`src/rtl/rst_cause_pkg.sv`:
```
package rst_cause_pkg;
    localparam int DATA_W  = 8;
    localparam int FLAG_N  = 5;
    localparam int IDX_POR = 0;
    localparam int IDX_EXT = 1;
    localparam int IDX_BOD = 2;
    localparam int IDX_WDT = 3;
    localparam int IDX_DBG = 4;
    localparam int PAD_W   = DATA_W - FLAG_N;
endpackage

```
`src/rtl/rst_cause_flag.sv`:
```
module rst_cause_flag #(
    parameter bit WIPE_ON_POR = 1'b1
) (
    input  logic clk,
    input  logic por_evt,
    input  logic set_evt,
    input  logic sw_clr,
    output logic flag_q
);
    // Set has priority, then a power-on wipe, then a software clear.
    always_ff @(posedge clk) begin
        if (set_evt)
            flag_q <= 1'b1;
        else if (WIPE_ON_POR && por_evt)
            flag_q <= 1'b0;
        else if (sw_clr)
            flag_q <= 1'b0;
    end
endmodule

```
`src/rtl/rst_cause_bus.sv`:
```
module rst_cause_bus
    import rst_cause_pkg::*;
#(
    parameter int                ADDR_W   = 6,
    parameter logic [ADDR_W-1:0] REG_ADDR = 6'h15
) (
    input  logic [ADDR_W-1:0] bus_addr,
    input  logic              bus_wr,
    input  logic [DATA_W-1:0] bus_wdata,
    input  logic              bus_rd,
    input  logic [FLAG_N-1:0] flags,
    output logic [FLAG_N-1:0] sw_clr,
    output logic [DATA_W-1:0] bus_rdata
);
    logic sel;
    assign sel = (bus_addr == REG_ADDR);

    always_comb begin
        sw_clr = {FLAG_N{bus_wr & sel}} & ~bus_wdata[FLAG_N-1:0];
    end

    always_comb begin
        if (bus_rd && sel)
            bus_rdata = {{PAD_W{1'b0}}, flags};
        else
            bus_rdata = '0;
    end
endmodule

```
`src/rtl/rst_cause_reg.sv`:
```
module rst_cause_reg
    import rst_cause_pkg::*;
#(
    parameter int                ADDR_W   = 6,
    parameter logic [ADDR_W-1:0] REG_ADDR = 6'h15
) (
    input  logic              clk,
    input  logic              por_evt,
    input  logic              ext_evt,
    input  logic              bod_evt,
    input  logic              wdt_evt,
    input  logic              dbg_evt,
    input  logic [ADDR_W-1:0] bus_addr,
    input  logic              bus_wr,
    input  logic [7:0]        bus_wdata,
    input  logic              bus_rd,
    output logic [7:0]        bus_rdata
);
    logic [FLAG_N-1:0] evt_vec;
    logic [FLAG_N-1:0] sw_clr;
    logic [FLAG_N-1:0] flag_q;

    always_comb begin
        evt_vec          = '0;
        evt_vec[IDX_POR] = por_evt;
        evt_vec[IDX_EXT] = ext_evt;
        evt_vec[IDX_BOD] = bod_evt;
        evt_vec[IDX_WDT] = wdt_evt;
        evt_vec[IDX_DBG] = dbg_evt;
    end

    for (genvar i = 0; i < FLAG_N; i++) begin : g_flag
        if (i == IDX_POR) begin : g_por
            rst_cause_flag #(.WIPE_ON_POR(1'b0)) u_flag (
                .clk     (clk),
                .por_evt (por_evt),
                .set_evt (evt_vec[i]),
                .sw_clr  (sw_clr[i]),
                .flag_q  (flag_q[i])
            );
        end else begin : g_src
            rst_cause_flag #(.WIPE_ON_POR(1'b1)) u_flag (
                .clk     (clk),
                .por_evt (por_evt),
                .set_evt (evt_vec[i]),
                .sw_clr  (sw_clr[i]),
                .flag_q  (flag_q[i])
            );
        end
    end

    rst_cause_bus #(.ADDR_W(ADDR_W), .REG_ADDR(REG_ADDR)) u_bus (
        .bus_addr  (bus_addr),
        .bus_wr    (bus_wr),
        .bus_wdata (bus_wdata),
        .bus_rd    (bus_rd),
        .flags     (flag_q),
        .sw_clr    (sw_clr),
        .bus_rdata (bus_rdata)
    );
endmodule

```
`config.mk`:
```
export PLATFORM = sky130hd
export DESIGN_NAME = rst_cause_reg
export DESIGN_NICKNAME = d
export VERILOG_FILES = /design/src/rtl/rst_cause_pkg.sv /design/src/rtl/rst_cause_flag.sv /design/src/rtl/rst_cause_bus.sv /design/src/rtl/rst_cause_reg.sv
export SDC_FILE = /design/constraint.sdc
export NUM_CORES = 1
export LEC_CHECK = 0
export ABC_AREA = 1
export CORE_AREA = 2 2 39 41
export CTS_BUF_LIST = sky130_fd_sc_hd__clkbuf_8
export DETAILED_ROUTE_END_ITERATION = 8
export DIE_AREA = 0 0 41 43
export DONT_BUFFER_PORTS = 1
export SYNTH_ARGS = -nofsm -noshare
export SYNTH_HDL_FRONTEND = slang
export SYNTH_SLANG_ARGS = --single-unit
```
`constraint.sdc`:
```
create_clock -name clk -period 0.8 [get_ports clk]
set_input_delay 0.12 -clock clk [delete_from_list [all_inputs] [get_ports clk]]
set_output_delay 0.12 -clock clk [all_outputs]
set_load 0.02 [all_outputs]
```
==> results of run 1 <==
-- what timing repair did --
action / 4_1_cts / 5_1_grt
setup endpoints to repair: 5 / 6
hold endpoints to repair: 5 / 0
hold buffers: 5 / 0
gates cloned: 0 / 0
buffers inserted: 3 / 2
pin swaps: 4 / 4
resized for setup: 1 / 13
-- registers in the layout (all words and copies together) (netlist names) --
signal                      count
g_flag.g_src.u_flag.flag_q      4
g_flag.g_por.u_flag.flag_q      1
-- worst paths after layout --
check                                                                 from                                          to  slack [ps]  depth (start not counted)
worst max-delay path            g_flag[1].g_src.u_flag.flag_q$_SDFFE_PP1P_                                bus_rdata[1]        -130                          3
worst min-delay path                                               por_evt  g_flag[2].g_src.u_flag.flag_q$_SDFFE_PP1P_          40                          3
worst max register to register  g_flag[3].g_src.u_flag.flag_q$_SDFFE_PP1P_  g_flag[3].g_src.u_flag.flag_q$_SDFFE_PP1P_         -10                          6
worst min register to register  g_flag[0].g_por.u_flag.flag_q$_SDFFE_PP1P_  g_flag[0].g_por.u_flag.flag_q$_SDFFE_PP1P_         440                          2
-- worst max-delay path: stages (launching register included) --
cell     delay (ps)
dfxtp_1         300
inv_1            40
nor2_1          100
buf_4           150
-- cell usage in the layout, fill, tap and decap left out --
cell type       n
buf_6           2
dfxtp_2         4
dlygate4sd3_1   5
dfxtp_1         1
conb_1          3
nor2_1          6
inv_2           4
clkbuf_8        3
nor2_4          3
inv_1          12
clkinv_1        1
nand3_4         1
nor2_2          2
nand4_1         5
nand2_1        12
buf_4          10
-- through the flow --
step	utilization, %	setup WS, ps	total power (W)	cell area, µm²	TNS, ps
finish	39.9	-132	0.000876	552	-622
global route	39.9	-164	0.000918	552	-807
CTS	37.1	-132	0.000868	513	-623
detailed placement	28.5	-28.9	0.000352	394	-104
global placement	28.5	-27.8	0.000350	394	-105
floorplan	-	-80.0	0.000347	344	-400
-- layer usage --
layer  vias to the layer above  part of all wire (%)  GRT usage, %
met4                         0                   3.1          8.00
met5                         -                     0             0
met1                       165                    41          12.8
li1                        189                     -             -
met2                        20                    48          16.9
met3                         2                   7.9          4.71
-- cell families after synthesis --
kind of cell	Yosys count	synth area share, %
other	1	1.11
and+or+nand+nor	29	44.6
buffers and inverters	19	24.5
DFF	5	29.7
-- final cells by class --
cell class	count	area share, %
clock buffers	3	7.48
clock inverters	1	0.680
inverters	16	10.9
multi-input cells	32	31.5
flip-flops and latches	5	19.0
well taps	16	3.63
repair buffers	17	26.8
-- power groups by stage --
stage          combinational (W)  clock, W  sequential (W)
6_report                0.000128  0.000475        0.000273
5_1_grt                 0.000144  0.000499        0.000274
4_1_cts                 0.000115  0.000485        0.000268
3_5_place_dp           0.0000803         0        0.000272
3_3_place_gp           0.0000784         0        0.000272
2_1_floorplan          0.0000755         0        0.000272
==> flow_summary.toml, run 1 <==
[outcome]
outcome = "finished with violations"
failed_checks = "setup timing"

[timing]
final_hold_viol_count = 0
drv_slew = 0
setup_viol = 6
final.setup.worst_slack_ps = -132
clock.fmax_mhz = 1070
min_period_ps = 932
rsz0062_at_grt = "yes"
period_share_pct = 117
fin_hold_ws_ps = 42.9
fin_skew_ps = 0

[synth]
yosys_warnings = 0
synth_area_leader_cell = "dfxtp_1"
synth_top_area_share_pct = 29.7
synth_area_per_cell_um2 = 6.23
synth_edf_count = 0
syn_area_um2 = 337
synth-seq-area-share_pct = 29.7
synth_area_leaders = "dfxtp_1, inv_1, nand2_1, nor2_1, nand4_1"
ys_types = 10
synthTopCellsByCount = "inv_1, nand2_1, nor2_1, dfxtp_1, nand4_1"
async_reset_ff_share_pct = 0
syn_inst = 54
yosysMostFrequentCell = "inv_1"
synth_seq_cells = 5
synth-main-ff-cell = "dfxtp_1"

[pwr]
sw_frac_of_total_pct = 24.2
switchingPower_w = 0.000212
p_int_w = 0.000664
combPwrFrac_pct = 14.6
power_density_mw_per_mm2 = 1590
peakVddDrop_mv = 1.06
pwr-share-seq_pct = 31.2
power_leakage_nw = 0.309
p_clk_share_pct = 54.2

[route]
via_count = 376
ant_nets = 0
detail_route.first_pass.iterations = 2
drt-total-wl_um = 883
drtIter0Drc = 6
avgViaCountPerCell = 4.18
drc = 0
wl_per_cell_um = 9.81

[run]
cap_violations = 0

[critical_path]
worstPathArrival_ps = 810
worst-setup-path-type = "flip-flop to output pin"
crit_path_max_fanout = 2
start_kind = "flip-flop"
crit_required_ps = 680
worst_setup_path_end_kind = "output pin"

[cells_and_area]
syn_to_final_growth_pct = 63.9
multi_input_area_um2 = 174
antenna_cells = 0
fill_cells = 155
layout-drive-gt1-share_pct = 39.2
seq_area_um2 = 105
layoutNonFillerInstCount = 90
layout.nets = 97

[global_routing]
antenna_found_initial = 0
grt_pass1_vias = 309
grt-ovfl-total = 0
grt_pass1_wl_mm = 1.26
grt_max_degree = 6
grtUsageTotal_pct = 11.5

[floorplan]
fp-row-count = 14
die_w_um = 41
ios = 30
die_area_mm2 = 0.00176
initial_utilization_pct = 24.3
die_y_um = 43
fp.coreArea_mm2 = 0.00138

[clock_tree]
cts_root_buffer = "clkbuf_8"
worstSkewPairLatency_ps = 230
clock-sinks = 5
cts_buffer_depth = 2
clk_pin_slew_ps = 40
cts_buffers = 3
cts_tree = "built"
htree_levels = 1

[place]
io_buffer_count = 0
globalplace.congestion = 0.731
dp_hpwl_um = 607
place_inst = 76

[worst_hold_path]
hp-class = "primary input to flip-flop"
Power figures use the tool's default switching activity.
==> run 2, diff against run 1 <==
- clock period: 0.8 -> 0.9 ns (I/O delays scaled with it)
==> run 2 against run 1 <==
Final cell count shrank 3.3%. Core utilization decreased by 2.4 points. Non-clock buffer count fell by 3. Critical path depth is the same. Clock skew unchanged. The flow still finishes with violations (setup timing). Routed wire length down 3.3%. Highest routed layer unchanged. Largest power group unchanged.
==> flow_summary.toml, run 2 (same netlist as run 1, synthesis figures left out) <==
[clock_tree]
cts_tree = "built"
htree_levels = 1
cts_buffer_depth = 2
worstSkewPairLatency_ps = 230
clk_pin_slew_ps = 40
clock-sinks = 5
cts_root_buffer = "clkbuf_8"
cts_buffers = 3

[timing]
clock.fmax_mhz = 1060
rsz0062_at_grt = "yes"
drv_slew = 0
fin_setup_tns_ps = -186
min_period_ps = 947
setup_viol = 5
final_hold_viol_count = 0
period_share_pct = 105
fin_hold_ws_ps = 1.74
final.setup.worst_slack_ps = -47.4
fin_skew_ps = 0

[floorplan]
initial_utilization_pct = 24.3
die_w_um = 41
ios = 30
die_y_um = 43
fp.coreArea_mm2 = 0.00138
die_area_mm2 = 0.00176
fp-row-count = 14

[route]
drt-total-wl_um = 854
avgViaCountPerCell = 4.17
detail_route.first_pass.iterations = 2
via_count = 363
ant_nets = 0
drc = 0
drtIter0Drc = 6
wl_per_cell_um = 9.82

[outcome]
outcome = "finished with violations"
failed_checks = "setup timing"

[critical_path]
rrSetupSlack_ps = 90
slowest_stage = "dfxtp_1"
start_kind = "flip-flop"
crit_required_ps = 760
worstPathArrival_ps = 810
worst_setup_path_end_kind = "output pin"
cp.depth = 3
crit_path_max_fanout = 2
reg2reg_depth = 6
cp_cell_sequence = "inv_1, nor2_1, buf_4"
r2r-start = "g_flag[3].g_src.u_flag.flag_q$_SDFFE_PP1P_"
cp_top_family = "flip-flops"
worst-setup-path-type = "flip-flop to output pin"
cpPeakStageDelay_ps = 300
crit_buf_inv = 2
regToRegEndpoint = "g_flag[3].g_src.u_flag.flag_q$_SDFFE_PP1P_"

[pwr]
power_density_mw_per_mm2 = 1480
peakVddDrop_mv = 0.939
sw_frac_of_total_pct = 24.2
switchingPower_w = 0.000186
combPwrFrac_pct = 13.4
p_clk_share_pct = 55.0
power_leakage_nw = 0.297
p_int_w = 0.000581
pwr-share-seq_pct = 31.6

[cells_and_area]
reg_top3 = "g_flag.g_src.u_flag.flag_q x4, g_flag.g_por.u_flag.flag_q x1"
fill_cells = 155
layout.nets = 94
top_register = "g_flag.g_src.u_flag.flag_q"
largest_register_ffs = 4
antenna_cells = 0
layout-drive-gt1-share_pct = 39.4
syn_to_final_growth_pct = 54.3
layoutNonFillerInstCount = 87
layout_common_cells = "nand2_1, inv_1, buf_4, nor2_1, nand4_1"
stdcell_area_um2 = 519

[global_routing]
gr-usage-met3_pct = 4.71
grtUsageTotal_pct = 11.3
grt_use_met1_pct = 12.5
grt-ovfl-total = 0
grt_use_met2_pct = 16.6
grt_pass1_vias = 300
grt_pass1_wl_mm = 1.24
top_usage_layer = "met2"
antenna_found_initial = 0
grt_max_degree = 6

[place]
place_inst = 76
dp_hpwl_um = 607
globalplace.congestion = 0.731
io_buffer_count = 0
place_area_um2 = 394

[worst_hold_path]
worstHoldEndpoint = "g_flag[2].g_src.u_flag.flag_q$_SDFFE_PP1P_"
hold_depth = 2
min-delay-start = "bod_evt"
hp-class = "primary input to flip-flop"

[run]
cap_violations = 0
run 2: changes by cell type in the layout (fill, tap and decap cells not counted), sizes merged:
cell / change
dlygate4sd3: -3
run 2: repair_timing:
item | CTS | global route
pin swaps | 4 | 5
resized for setup | 1 | 12
hold buffers | 2 | 0
buffers inserted | 3 | 2
setup endpoints to repair | 5 | 5
hold endpoints to repair | 2 | 0
run 2: cell type report:
type	instances	area [µm²]	area share, %
Multi-Input combinational cell	32	171	33.0
Timing Repair Buffer	14	118	22.7
Sequential cell	5	105	20.2
Inverter	16	60.1	11.6
Clock buffer	3	41.3	7.95
Tap cell	16	20.0	3.86
Clock inverter	1	3.75	0.723
run 2: stage by stage:
stage               worst slack, ps  utilization [%]  power (W)
finish                        -47.4             37.5   0.000767
global route                  -79.1             37.5   0.000805
CTS                           -47.3             34.9   0.000762
detailed placement             41.1             28.5   0.000313
global placement               42.3             28.5   0.000311
floorplan                     -10.0                -   0.000309
run 2: metal layers:
metal	vias to the layer above	wire length [µm]
li1	184	-
met1	157	349
met2	20	413
met3	2	64
met4	0	27
met5	-	0
run 2: worst max-delay path by stage:
stage / start / endpoint / slack, ps
after detailed placement: bus_addr[3] / bus_rdata[0] / 40
final: g_flag[1].g_src.u_flag.flag_q$_SDFFE_PP1P_ / bus_rdata[1] / -50
after global placement: bus_addr[3] / bus_rdata[1] / 40
after floorplan: bus_addr[3] / bus_rdata[0] / -10
after global routing: g_flag[2].g_src.u_flag.flag_q$_SDFFE_PP1P_ / bus_rdata[2] / -80
after CTS: g_flag[0].g_por.u_flag.flag_q$_SDFFE_PP1P_ / bus_rdata[0] / -50
run 2: power groups by stage:
stage	Combinational, W	Sequential, W	Clock (W)
final	0.000103	0.000242	0.000422
after global routing	0.000117	0.000244	0.000444
after CTS	0.0000922	0.000238	0.000431
after detailed placement	0.0000714	0.000242	0
after global placement	0.0000697	0.000242	0
after floorplan	0.0000671	0.000242	0
==> run 3, diff against run 2 <==
- PLACE_DENSITY_LB_ADDON: default -> 0.05
==> run 3 against run 2 <==
The run still ends with setup timing left. Critical path depth stayed put. Register-to-register slack better by 100 ps. Clock skew unchanged. Total power decreased by 4.1%. Sequential power about the same. Non-clock buffer count fell by 2. Flip-flop and latch count is the same. Core utilization down 1.9 points. Final cell count decreased by 2.3%.
==> flow_summary.toml, run 3 (same netlist as run 1, synthesis figures left out) <==
[outcome]
outcome = "finished with violations"
failed_checks = "setup timing"

[clock_tree]
cts_root_buffer = "clkbuf_8"
cts_buffers = 3
clock-sinks = 5
worstSkewPairLatency_ps = 220
cts_tree = "built"
ctsHoldBuffers = 0
clk_pin_slew_ps = 40
htree_levels = 1
cts_buffer_depth = 2

[timing]
fin_hold_ws_ps = 9.65
period_share_pct = 103
final_hold_viol_count = 0
min_period_ps = 929
drv_slew = 0
final.setup.worst_slack_ps = -29.4
setup_viol = 5
rsz0062_at_grt = "yes"
clock.fmax_mhz = 1080
fin_skew_ps = 0

[floorplan]
ios = 30
die_y_um = 43
fp-row-count = 14
die_area_mm2 = 0.00176
die_w_um = 41
initial_utilization_pct = 24.3
fp.coreArea_mm2 = 0.00138

[cells_and_area]
largest_register_ffs = 4
reg_top3 = "g_flag.g_src.u_flag.flag_q x4, g_flag.g_por.u_flag.flag_q x1"
syn_to_final_growth_pct = 46.5
final_util_pct = 35.6
layout-drive-gt1-share_pct = 39.1
layout.nets = 92
antenna_cells = 0
stdcell_area_um2 = 493
top_register = "g_flag.g_src.u_flag.flag_q"
layout_common_cells = "nand2_1, inv_1, buf_4, nor2_1, nand4_1"

[critical_path]
crit_required_ps = 760
crit_buf_inv = 2
slowest_stage = "dfxtp_2"
worst_setup_path_end_kind = "output pin"
start_kind = "flip-flop"
cp_top_family = "flip-flops"
worst-setup-path-type = "flip-flop to output pin"
r2r-start = "g_flag[3].g_src.u_flag.flag_q$_SDFFE_PP1P_"
cp_cell_sequence = "inv_2, nor2_1, buf_4"
worstPathArrival_ps = 790
crit_path_max_fanout = 2
startpoint = "g_flag[2].g_src.u_flag.flag_q$_SDFFE_PP1P_"
cpPeakStageDelay_ps = 310

[route]
wl_per_cell_um = 8.68
drtIter0Drc = 0
detail_route.first_pass.iterations = 1
ant_nets = 0
drc = 0
drt-total-wl_um = 738
avgViaCountPerCell = 3.79
via_count = 322

[global_routing]
grt_max_degree = 6
grt-ovfl-total = 0
grtUsageTotal_pct = 9.86
grt_pass1_vias = 302
grt_pass1_wl_mm = 1.09
antenna_found_initial = 0

[run]
cap_violations = 0

[pwr]
power.total_w = 0.000736
peakVddDrop_mv = 1.06
power_density_mw_per_mm2 = 1490
power_leakage_nw = 0.287

[place]
globalplace.congestion = 0.631
dp_hpwl_um = 601
io_buffer_count = 0
place_area_um2 = 394

[worst_hold_path]
min-delay-start = "dbg_evt"
hp-class = "primary input to flip-flop"
[run 3: cell types whose count changed in the layout (fill, tap and decap cells not counted), sizes merged]
cell	before	now
dlygate4sd3	2	0
[run 3: report_power, final]
part            total, W  leakage [nW]  switching, W  internal (W)
registers       0.000242        0.0407    0.00000443      0.000238
clock network   0.000401        0.0269      0.000108      0.000292
logic          0.0000929         0.220     0.0000516     0.0000414
[run 3: area by class of cell]
cell class / count / area [µm²]
clock buffer: 3 / 41.3
tap: 16 / 20.0
sequential: 5 / 105
multi-input combinational: 32 / 169
timing repair buffer: 12 / 93.8
inverter: 16 / 60.1
clock inverter: 1 / 3.75
fill: 172 / 891
[run 3: worst paths after layout]
| kind | to | slack, ps | cells after the start |
|---|---|---|---|
| worst max register to register | g_flag[3].g_src.u_flag.flag_q$_SDFFE_PP1P_ | 190 | 5 |
| worst min-delay path | g_flag[4].g_src.u_flag.flag_q$_SDFFE_PP1P_ | 10 | 2 |
| worst max-delay path | bus_rdata[2] | -30 | 3 |
| worst min register to register | g_flag[0].g_por.u_flag.flag_q$_SDFFE_PP1P_ | 440 | 2 |
[run 3: per-layer routing]
metal / global-route usage (%) / up-vias / routed length [µm]
li1: - / 181 / -
met1: 11.0 / 127 / 311
met2: 13.1 / 14 / 348
met3: 8.38 / 0 / 78
met4: 4.00 / 0 / 0
met5: 0 / - / 0
[run 3: what timing repair did]
item,in CTS,in global routing
gates resized for setup,2,9
pin swaps,5,2
setup endpoints to repair,5,5
setup buffers,2,3
[run 3: stage by stage]
step	worst slack [ps]	cells	setup TNS, ps
5_1_grt	-63.7	85	-274
3_5_place_dp	39.4	76	0
4_1_cts	-35.3	82	-130
2_1_floorplan	-10.0	56	-50.1
3_3_place_gp	30.6	76	0
6_report	-29.4	85	-86.4
